$ cat config.mk
export PLATFORM = sky130hd
export DESIGN_NAME = intr_nest_ctrl
export DESIGN_NICKNAME = d
export VERILOG_FILES = /design/src/rtl/nest_pkg.sv /design/src/rtl/nest_gate.sv /design/src/rtl/nest_status_reg.sv /design/src/rtl/nest_bank_reg.sv /design/src/rtl/intr_nest_ctrl.sv
export SDC_FILE = /design/constraint.sdc
export NUM_CORES = 1
export LEC_CHECK = 0
export CORE_MARGIN = 2
export CORE_UTILIZATION = 24
export DETAILED_ROUTE_END_ITERATION = 7
export HOLD_SLACK_MARGIN = 0.03
export PLACE_DENSITY = 0.73
export SYNTH_ARGS = -nofsm -noshare
export SYNTH_HDL_FRONTEND = slang
export SYNTH_SLANG_ARGS = --single-unit
$ cat constraint.sdc
create_clock -name clk -period 1.3 [get_ports clk]
set_clock_uncertainty 0.05 [all_clocks]
set_input_delay 0.13 -clock clk [delete_from_list [all_inputs] [get_ports clk]]
set_output_delay 0.13 -clock clk [all_outputs]
set_load 0.02 [all_outputs]
$ cat src/rtl/nest_pkg.sv
package nest_pkg;
  localparam int ST_W = 2;
  typedef logic [ST_W-1:0] nest_t;
  localparam nest_t ST_NONE = 2'b00;
  localparam nest_t ST_ANY  = 2'b01;
  localparam nest_t ST_HIGH = 2'b10;
  localparam nest_t ST_BAD  = 2'b11;

  function automatic logic nest_legal(input nest_t v);
    return v != ST_BAD;
  endfunction
endpackage

$ cat src/rtl/nest_gate.sv
module nest_gate
  import nest_pkg::*;
(
  input  nest_t st,
  input  logic  req_valid,
  input  logic  req_high,
  output logic  accept
);
  always_comb begin
    unique case (st)
      ST_NONE: accept = req_valid;
      ST_ANY:  accept = req_valid & req_high;
      default: accept = 1'b0;
    endcase
  end
endmodule

$ cat src/rtl/nest_status_reg.sv
module nest_status_reg
  import nest_pkg::*;
(
  input  logic  clk,
  input  logic  rst_n,
  input  logic  ack,
  input  logic  reti,
  input  nest_t pop_st,
  input  logic  sw_we,
  input  nest_t sw_st,
  output nest_t st,
  output logic  err
);
  nest_t st_q, st_d;
  logic  err_q;

  always_comb begin
    st_d = st_q;
    if (reti) begin
      if (nest_legal(pop_st)) st_d = pop_st;
    end else if (ack) begin
      if (st_q != ST_HIGH) st_d = st_q + 2'd1;
    end else if (sw_we && nest_legal(sw_st)) begin
      st_d = sw_st;
    end
  end

  always_ff @(posedge clk) begin
    if (!rst_n) begin
      st_q  <= ST_NONE;
      err_q <= 1'b0;
    end else begin
      st_q  <= st_d;
      err_q <= ack & reti;
    end
  end

  assign st  = st_q;
  assign err = err_q;
endmodule

$ cat src/rtl/nest_bank_reg.sv
module nest_bank_reg #(
  parameter int WORD_W   = 8,
  parameter int BANK_BIT = 7
) (
  input  logic              clk,
  input  logic              rst_n,
  input  logic [WORD_W-1:0] boot_word,
  input  logic              ack,
  input  logic [WORD_W-1:0] vec_word,
  input  logic              reti,
  input  logic              pop_bit,
  output logic              bank
);
  logic bank_q;

  always_ff @(posedge clk) begin
    if (!rst_n)    bank_q <= boot_word[BANK_BIT];
    else if (reti) bank_q <= pop_bit;
    else if (ack)  bank_q <= vec_word[BANK_BIT];
  end

  assign bank = bank_q;
endmodule

$ cat src/rtl/intr_nest_ctrl.sv
module intr_nest_ctrl
  import nest_pkg::*;
#(
  parameter int WORD_W   = 8,
  parameter int BANK_BIT = 7
) (
  input  logic              clk,
  input  logic              rst_n,
  input  logic [WORD_W-1:0] boot_word,
  input  logic              req_valid,
  input  logic              req_high,
  output logic              accept,
  input  logic              ack,
  input  logic [WORD_W-1:0] vec_word,
  input  logic              reti,
  input  logic [1:0]        pop_status,
  input  logic              pop_mbe,
  input  logic              sw_we,
  input  logic [1:0]        sw_status,
  output logic [1:0]        status,
  output logic              mbe,
  output logic [1:0]        push_status,
  output logic              push_mbe,
  output logic              proto_err
);
  localparam int BIT_OK = (BANK_BIT < WORD_W) ? 1 : 0;

  nest_t st_w;
  logic  bank_w;

  generate
    if (BIT_OK == 0) begin : g_bad_param
      initial $error("BANK_BIT outside WORD_W");
    end
  endgenerate

  nest_status_reg u_status (
    .clk(clk), .rst_n(rst_n), .ack(ack), .reti(reti), .pop_st(pop_status),
    .sw_we(sw_we), .sw_st(sw_status), .st(st_w), .err(proto_err)
  );

  nest_bank_reg #(.WORD_W(WORD_W), .BANK_BIT(BANK_BIT)) u_bank (
    .clk(clk), .rst_n(rst_n), .boot_word(boot_word), .ack(ack),
    .vec_word(vec_word), .reti(reti), .pop_bit(pop_mbe), .bank(bank_w)
  );

  nest_gate u_gate (
    .st(st_w), .req_valid(req_valid), .req_high(req_high), .accept(accept)
  );

  assign status      = st_w;
  assign mbe         = bank_w;
  assign push_status = st_w;
  assign push_mbe    = bank_w;
endmodule

==> results of run 1 <==
-- sequential cells by signal (all words and copies together), names as in the netlist --
signal	cells
u_bank.bank	1
u_status.st	2
u_status.err	1
-- per-layer routing --
metal  part of all wire [%]  vias up  global-route usage, %
li1                       -      179                      -
met1                     36      164                  13.97
met2                     57       15                  21.09
met3                    5.2        2                  1.596
met4                    1.7        0                  7.258
met5                      0        -                      0
-- power groups by stage --
| stage | logic [µW] | clock network (µW) | registers (µW) |
|---|---|---|---|
| 2_1_floorplan | 90.3 | 0 | 170 |
| 3_3_place_gp | 217 | 0 | 150 |
| 3_5_place_dp | 223 | 0 | 151 |
| 4_1_cts | 232 | 180 | 150 |
| 5_1_grt | 248 | 190 | 153 |
| 6_report | 226 | 172 | 152 |
-- through the flow --
step,hold WS (ns),util [%],cells
after floorplan,0.2196,-,37
after global placement,0.5558,45.38,76
after detailed placement,0.5643,45.38,76
after CTS,0.5430,49.81,81
after global routing,0.5978,49.42,80
final,0.5509,49.42,80
-- what timing repair did --
action,CTS,global route
pin swaps,5,3
hold buffers,0,0
buffers inserted,1,0
setup endpoints to repair,9,3
cloned,0,0
resized for setup,19,2
-- Yosys cell counts --
master and count:
o311ai_0 1, buf_6 1, edfxtp_1 1, a21boi_0 1, inv_1 2, or2b_1 2, nor2b_1 3, or2_1 1
mux2_2 1, o211ai_2 1, and3_2 1, nand3_1 1, a21oi_1 2, ha_1 3, nand3b_1 1, nand2_1 3
dfxtp_1 3, nor2_1 2, buf_4 3, mux2i_1 3, o211ai_1 1
-- cells by family after synthesis --
| group | Yosys count | synth area share (%) |
|---|---|---|
| simple gates | 14 | 23.51 |
| compound gates | 6 | 13.81 |
| buf+inv | 6 | 12.31 |
| mux | 4 | 12.31 |
| flops | 4 | 26.87 |
| fa+ha+maj | 3 | 11.20 |
-- how the worst max path moves through the flow --
stage / startpoint / endpoint / slack [ns]
floorplan: u_status.st[0]$_SDFFE_PN0P_ / u_status.st[1]$_SDFFE_PN0P_ / -0.04
global placement: req_high / accept / -0.21
detailed placement: req_high / accept / -0.26
CTS: u_status.st[0]$_SDFFE_PN0P_ / u_status.st[1]$_SDFFE_PN0P_ / -0.02
global route: u_status.st[1]$_SDFFE_PN0P_ / accept / -0.07
finish: u_status.st[1]$_SDFFE_PN0P_ / accept / -0.01
-- area by class of cell --
| type | count | share of cell area (%) |
|---|---|---|
| timing repair buffer | 28 | 39.69 |
| multi-input combinational | 27 | 36.19 |
| tap | 15 | 2.918 |
| clock buffer | 4 | 4.086 |
| sequential | 4 | 15.18 |
| inverter | 2 | 1.946 |
-- critical path, cell delays in order, from the launching register on --
cell and delay [ns]:
dfxtp_4 0.35, inv_4 0.04, ha_1 0.16, a21oi_1 0.12
nor2b_1 0.06, buf_4 0.15
==> run summary, run 1 <==
Most frequent cells in the layout - clkdlybuf4s50_1, buf_4, dlygate4sd2_1
Gp weighted congestion - 0.8303
RSZ-0062 raised after global routing - true
Final hold vios - 0
Power per cell area - 854.9 mW/mm²
Bufs on Longest Clock Path - 2
Synthesized instance count - 37
Tmin final - 1.313 ns
CP Capture Type - output pin
Switching power - 168.2 µW
Seq pwr share - 27.6%
Multi-input gate area - 232.7 µm²
Period Utilization, post-route - 101.0%
Total Routing Usage GR - 12.13%
WHS Endpoint - u_bank.bank$_DFFE_PP_
Clock Tree Root - clkbuf_4
Register area - 97.59 µm²
Post-route cell area - 643.1 µm²
R2R depth - 5
Final ANT Viol Nets - 0
Synth Area per Inst - 9.063 µm²
Setup TNS Final - -0.01267 ns
Top cell type's share of synthesized area - 17.91%
Die Area - 0.001712 mm²
Initial antenna violation count - 0
Number of global-route vias before repair - 310
Reg2Reg Capture Point - u_status.st[1]$_SDFFE_PN0P_
Worst reg-to-reg setup slack - 0.01 ns
Clock power share - 31.3%
Nets@finish - 97
Die Width - 41.38 µm
Slew headroom - 80.65%
CTS tree - built
Rows - 13
Worst setup SP type - flop
1st-iter DRT viols - 3
Max-cap violations - 0
Fraction of final layout cells sized beyond drive strength 1 - 30.77%
Die Span Y - 41.38 µm
Reg-to-reg startpoint - u_status.st[1]$_SDFFE_PN0P_
Hpwl dp - 640.9 µm
Core area - 0.001301 mm²
Largest net degree at the start of global routing - 9
Final Max Slew Viols - 0
Failing checks - negative setup slack
First-pass iteration count of the detailed router - 5
Area after DPL - 590.6 µm²
Vias - 360
DR WL/cell - 10.19 µm
Critical path data arrival time - 1.13 ns
# port buffers - 21
Initial Utilization - 25.77%
Least-Margin Pin Slew - 0.2865 ns
H-tree levels - 1
Post-Synthesis Cell Area - 335.3 µm²
Dominant cells by area after synthesis - dfxtp_1, ha_1, mux2i_1
Worst-path clk slew - 0.04 ns
Area Overhead vs Synth - 91.79%
Outcome - complete, but fails checks
Final setup margin - -0.01267 ns
CP Data Required Time - 1.12 ns
Total number of yosys warnings - 0
Worst-Skew Late Latency - 0.24 ns
Comb power frac - 41.0%
Critical path class - flop to output pin
DRC errors left - 0
Hold depth - 3
Drt total wl - 815 µm
Fill cells - 138
Sw Ratio - 30.59%
Total CTS buffers - 3
Antenna diodes - 0
Total chip power - 549.8 µW
Num ports - 36
Critical Path Fanout Max - 2
Leak - 0.0002837 µW
Sequential share of the synthesized area - 26.87%
Most common cell after layout, fill and taps aside - clkdlybuf4s50_1
Post-synthesis cell type count - 21
Via density - 4.500
Internal power - 381.6 µW
GR Overflow Total - 0
Largest area contributor in the netlist - dfxtp_1
Setup-failing EPs final - 1
CTS Sinks - 4
Hold path startpoint - boot_word[7]
F_max - 0.7618 GHz
First-pass GRT wire length - 1.317 mm
Hold/Removal Path Class - input pin to flop
Maximum VDD drop - 0.0002496 V
Mapped Nets - 68
Register bit count reported by yosys - 4
Dpl ws - -0.2572 ns
Power figures use the tool's default switching activity.
==> inputs of run 2 (changes only) <==
- CTS_CLUSTER_SIZE: unset -> 30
==> results of run 2 <==
Same layout as run 1: the final DEF is identical, and so are final timing and power.
==> inputs of run 3 (changes only) <==
- SKIP_LAST_GASP: unset -> 1
==> run 3 against run 2 <==
The flow still finishes with violations (negative setup slack). Critical path depth unchanged. First-iteration DRC count up 33%. Sequential power about the same. Combinational power down 3%. Via count down 0.83%. Count of clock-buffer cells in the layout unchanged. Sequential share of layout area up 0.21 points. Hold slack about the same. Critical path type unchanged. Critical endpoint unchanged. Largest cell class unchanged. Largest power group unchanged.
==> run summary, run 3 (synthesized netlist as in run 1, its figures left out) <==
Outcome - complete, but fails checks
Failing checks - negative setup slack
R2R depth - 5 (unchanged)
Grt peak-use layer - met2
GR Util met3 - 1.596% (unchanged)
Slew headroom - 80.62% (about the same)
Vias - 357 (-0.83%)
Reg2Reg Capture Point - u_status.st[1]$_SDFFE_PN0P_
CP peak stage delay - 0.34 ns (about the same)
Area Overhead vs Synth - 89.18%
Via density - 4.463 (-0.83%)
Worst-path clk slew - 0.04 ns (about the same)
Final setup margin - -0.03182 ns (-0.01915 ns)
Hold/Removal Path Class - input pin to flop
Hold depth - 3 (unchanged)
Drt total wl - 818 µm (+0.37%)
# port buffers - 21 (unchanged)
RSZ-0062 raised after global routing - true
H-tree levels - 1 (unchanged)
Critical path data arrival time - 1.15 ns (+0.02 ns)
Bufs on Longest Clock Path - 2 (unchanged)
End-of-flow core utilization - 48.75% (-0.67 points)
Worst reg-to-reg setup slack - 0 ns (about the same)
Seq pwr share - 27.7% (about the same)
Hpwl dp - 640.9 µm (unchanged)
CTS tree - built
Initial Utilization - 25.77% (unchanged)
Final Max Slew Viols - 0 (unchanged)
Internal power - 376.8 µW (-1.3%)
Rows - 13 (unchanged)
Post-route cell area - 634.4 µm² (-1.4%)
Setup TNS Final - -0.03572 ns (-0.02305 ns)
Die Span Y - 41.38 µm (unchanged)
F_max - 0.7509 GHz (-1.4%)
Critical Path Slowest Stage Cell - dfxtp_4
Worst Hold Margin - 0.5511 ns (+0.0001960 ns)
Hold Buf Count CTS - 0 (unchanged)
Total Routing Usage GR - 12.02% (-0.11 points)
WHS Endpoint - u_bank.bank$_DFFE_PP_
Most common cell after layout, fill and taps aside - clkdlybuf4s50_1
CP Capture Type - output pin
Setup-failing EPs final - 2 (+1)
Tmin final - 1.332 ns (+0.01915 ns)
Sw Ratio - 30.57% (about the same)
First-pass GRT wire length - 1.304 mm (-0.99%)
Switching power - 165.9 µW (-1.4%)
Clock power share - 31.7% (+0.4 points)
Dpl ws - -0.2572 ns (unchanged)
Maximum VDD drop - 0.0002472 V (-0.97%)
Num ports - 36 (unchanged)
Gp weighted congestion - 0.8303 (unchanged)
First-pass iteration count of the detailed router - 4 (-1)
GR Overflow Total - 0 (unchanged)
Period Utilization, post-route - 102.4% (+1.5 points)
Max reg flops - 2 (unchanged)
Most frequent cells in the layout - clkdlybuf4s50_1, dlygate4sd2_1, buf_4
1st-iter DRT viols - 4 (+1)
DRC errors left - 0 (unchanged)
Fill cells - 137 (-0.72%)
Number of global-route vias before repair - 307 (-0.97%)
CTS Sinks - 4 (unchanged)
Reg-to-reg startpoint - u_status.st[0]$_SDFFE_PN0P_
Power per cell area - 855.5 mW/mm² (about the same)
Nets@finish - 97 (unchanged)
Max-cap violations - 0 (unchanged)
Total CTS buffers - 3 (unchanged)
Comb power frac - 40.6% (-0.4 points)
Least-Margin Pin Slew - 0.2871 ns (+0.0005776 ns)
Antenna diodes - 0 (unchanged)
Fraction of final layout cells sized beyond drive strength 1 - 30.77% (unchanged)
Hold path startpoint - boot_word[7]
Cell Chain, Critical Path - inv_2, ha_1, a21oi_1, nor2b_1, buf_2
Largest net degree at the start of global routing - 9 (unchanged)
Area after DPL - 590.6 µm² (unchanged)
Die Width - 41.38 µm (unchanged)
Leak - 0.0002811 µW (-0.94%)
Clock Tree Root - clkbuf_4
Final ANT Viol Nets - 0 (unchanged)
Worst-Skew Late Latency - 0.24 ns (about the same)
CP Data Required Time - 1.12 ns (about the same)
Initial antenna violation count - 0 (unchanged)
Critical Path Fanout Max - 2 (unchanged)
Worst setup SP type - flop
Core area - 0.001301 mm² (unchanged)
Final hold vios - 0 (unchanged)
DR WL/cell - 10.23 µm (+0.37%)
Met1 Use GR - 13.65% (-0.32 points)
Die Area - 0.001712 mm² (unchanged)
Critical path class - flop to output pin
Met2 Use GR - 21.09% (unchanged)
==> run 3: cell counts in the layout (fill, tap and decap cells not counted) <==
No cell type changed its count.
==> run 3: worst max path at each step <==
stage | startpoint | end | slack (ns) | cells after the start
global placement | req_high | accept | -0.21 | 4
CTS | u_status.st[1]$_SDFFE_PN0P_ | accept | -0.17 | 5
global route | u_status.st[1]$_SDFFE_PN0P_ | accept | -0.08 | 5
floorplan | u_status.st[0]$_SDFFE_PN0P_ | u_status.st[1]$_SDFFE_PN0P_ | -0.04 | 5
detailed placement | req_high | accept | -0.26 | 4
finish | u_status.st[1]$_SDFFE_PN0P_ | accept | -0.03 | 5
==> run 3: power groups by stage <==
stage                     logic, µW  clock network (µW)  registers [µW]
after CTS                       229                 180             150
after global routing            242                 190             152
after detailed placement        223                   0             151
after floorplan                90.3                   0             170
after global placement          217                   0             150
final                           220                 172             151
==> run 3: area by class of cell <==
type                            count  area (µm²)  area share [%]
Timing Repair Buffer               28       249.0           39.25
Clock buffer                        4       26.28           4.142
Multi-Input combinational cell     27       232.7           36.69
Inverter                            2       10.01           1.578
Tap cell                           15       18.77           2.959
Sequential cell                     4       97.59           15.38
==> run 3: metrics by stage <==
| stage | std cells | power, µW |
|---|---|---|
| 2_1_floorplan | 37 | 260.2 |
| 3_3_place_gp | 76 | 367.7 |
| 3_5_place_dp | 76 | 374.3 |
| 4_1_cts | 81 | 559.3 |
| 5_1_grt | 80 | 583.7 |
| 6_report | 80 | 542.7 |
==> run 3: routing by layer <==
metal	up-vias	routed length [µm]	share of wire (%)
li1	179	-	-
met5	-	0	0
met1	165	306	37
met2	11	459	56
met3	2	37	4.5
met4	0	14	1.7
==> run 3: worst max-delay path, delay by kind of cell, from the launching register on <==
kind                     cells  cell delay (ns)
AO/OA/AOI/OAI                1             0.14
AND/OR/NAND/NOR              1             0.06
flip-flops                   1             0.34
adder cells (fa/ha/maj)      1             0.17
buffers and inverters        2             0.21
==> run 3: timing repair <==
| action | in CTS | in global routing |
|---|---|---|
| endpoints found under the hold margin | 0 | 0 |
| gates cloned | 0 | 0 |
| resized for setup | 15 | 2 |
| pin swaps | 3 | 2 |
| setup buffers | 1 | 0 |
| endpoints found under the setup margin | 9 | 3 |
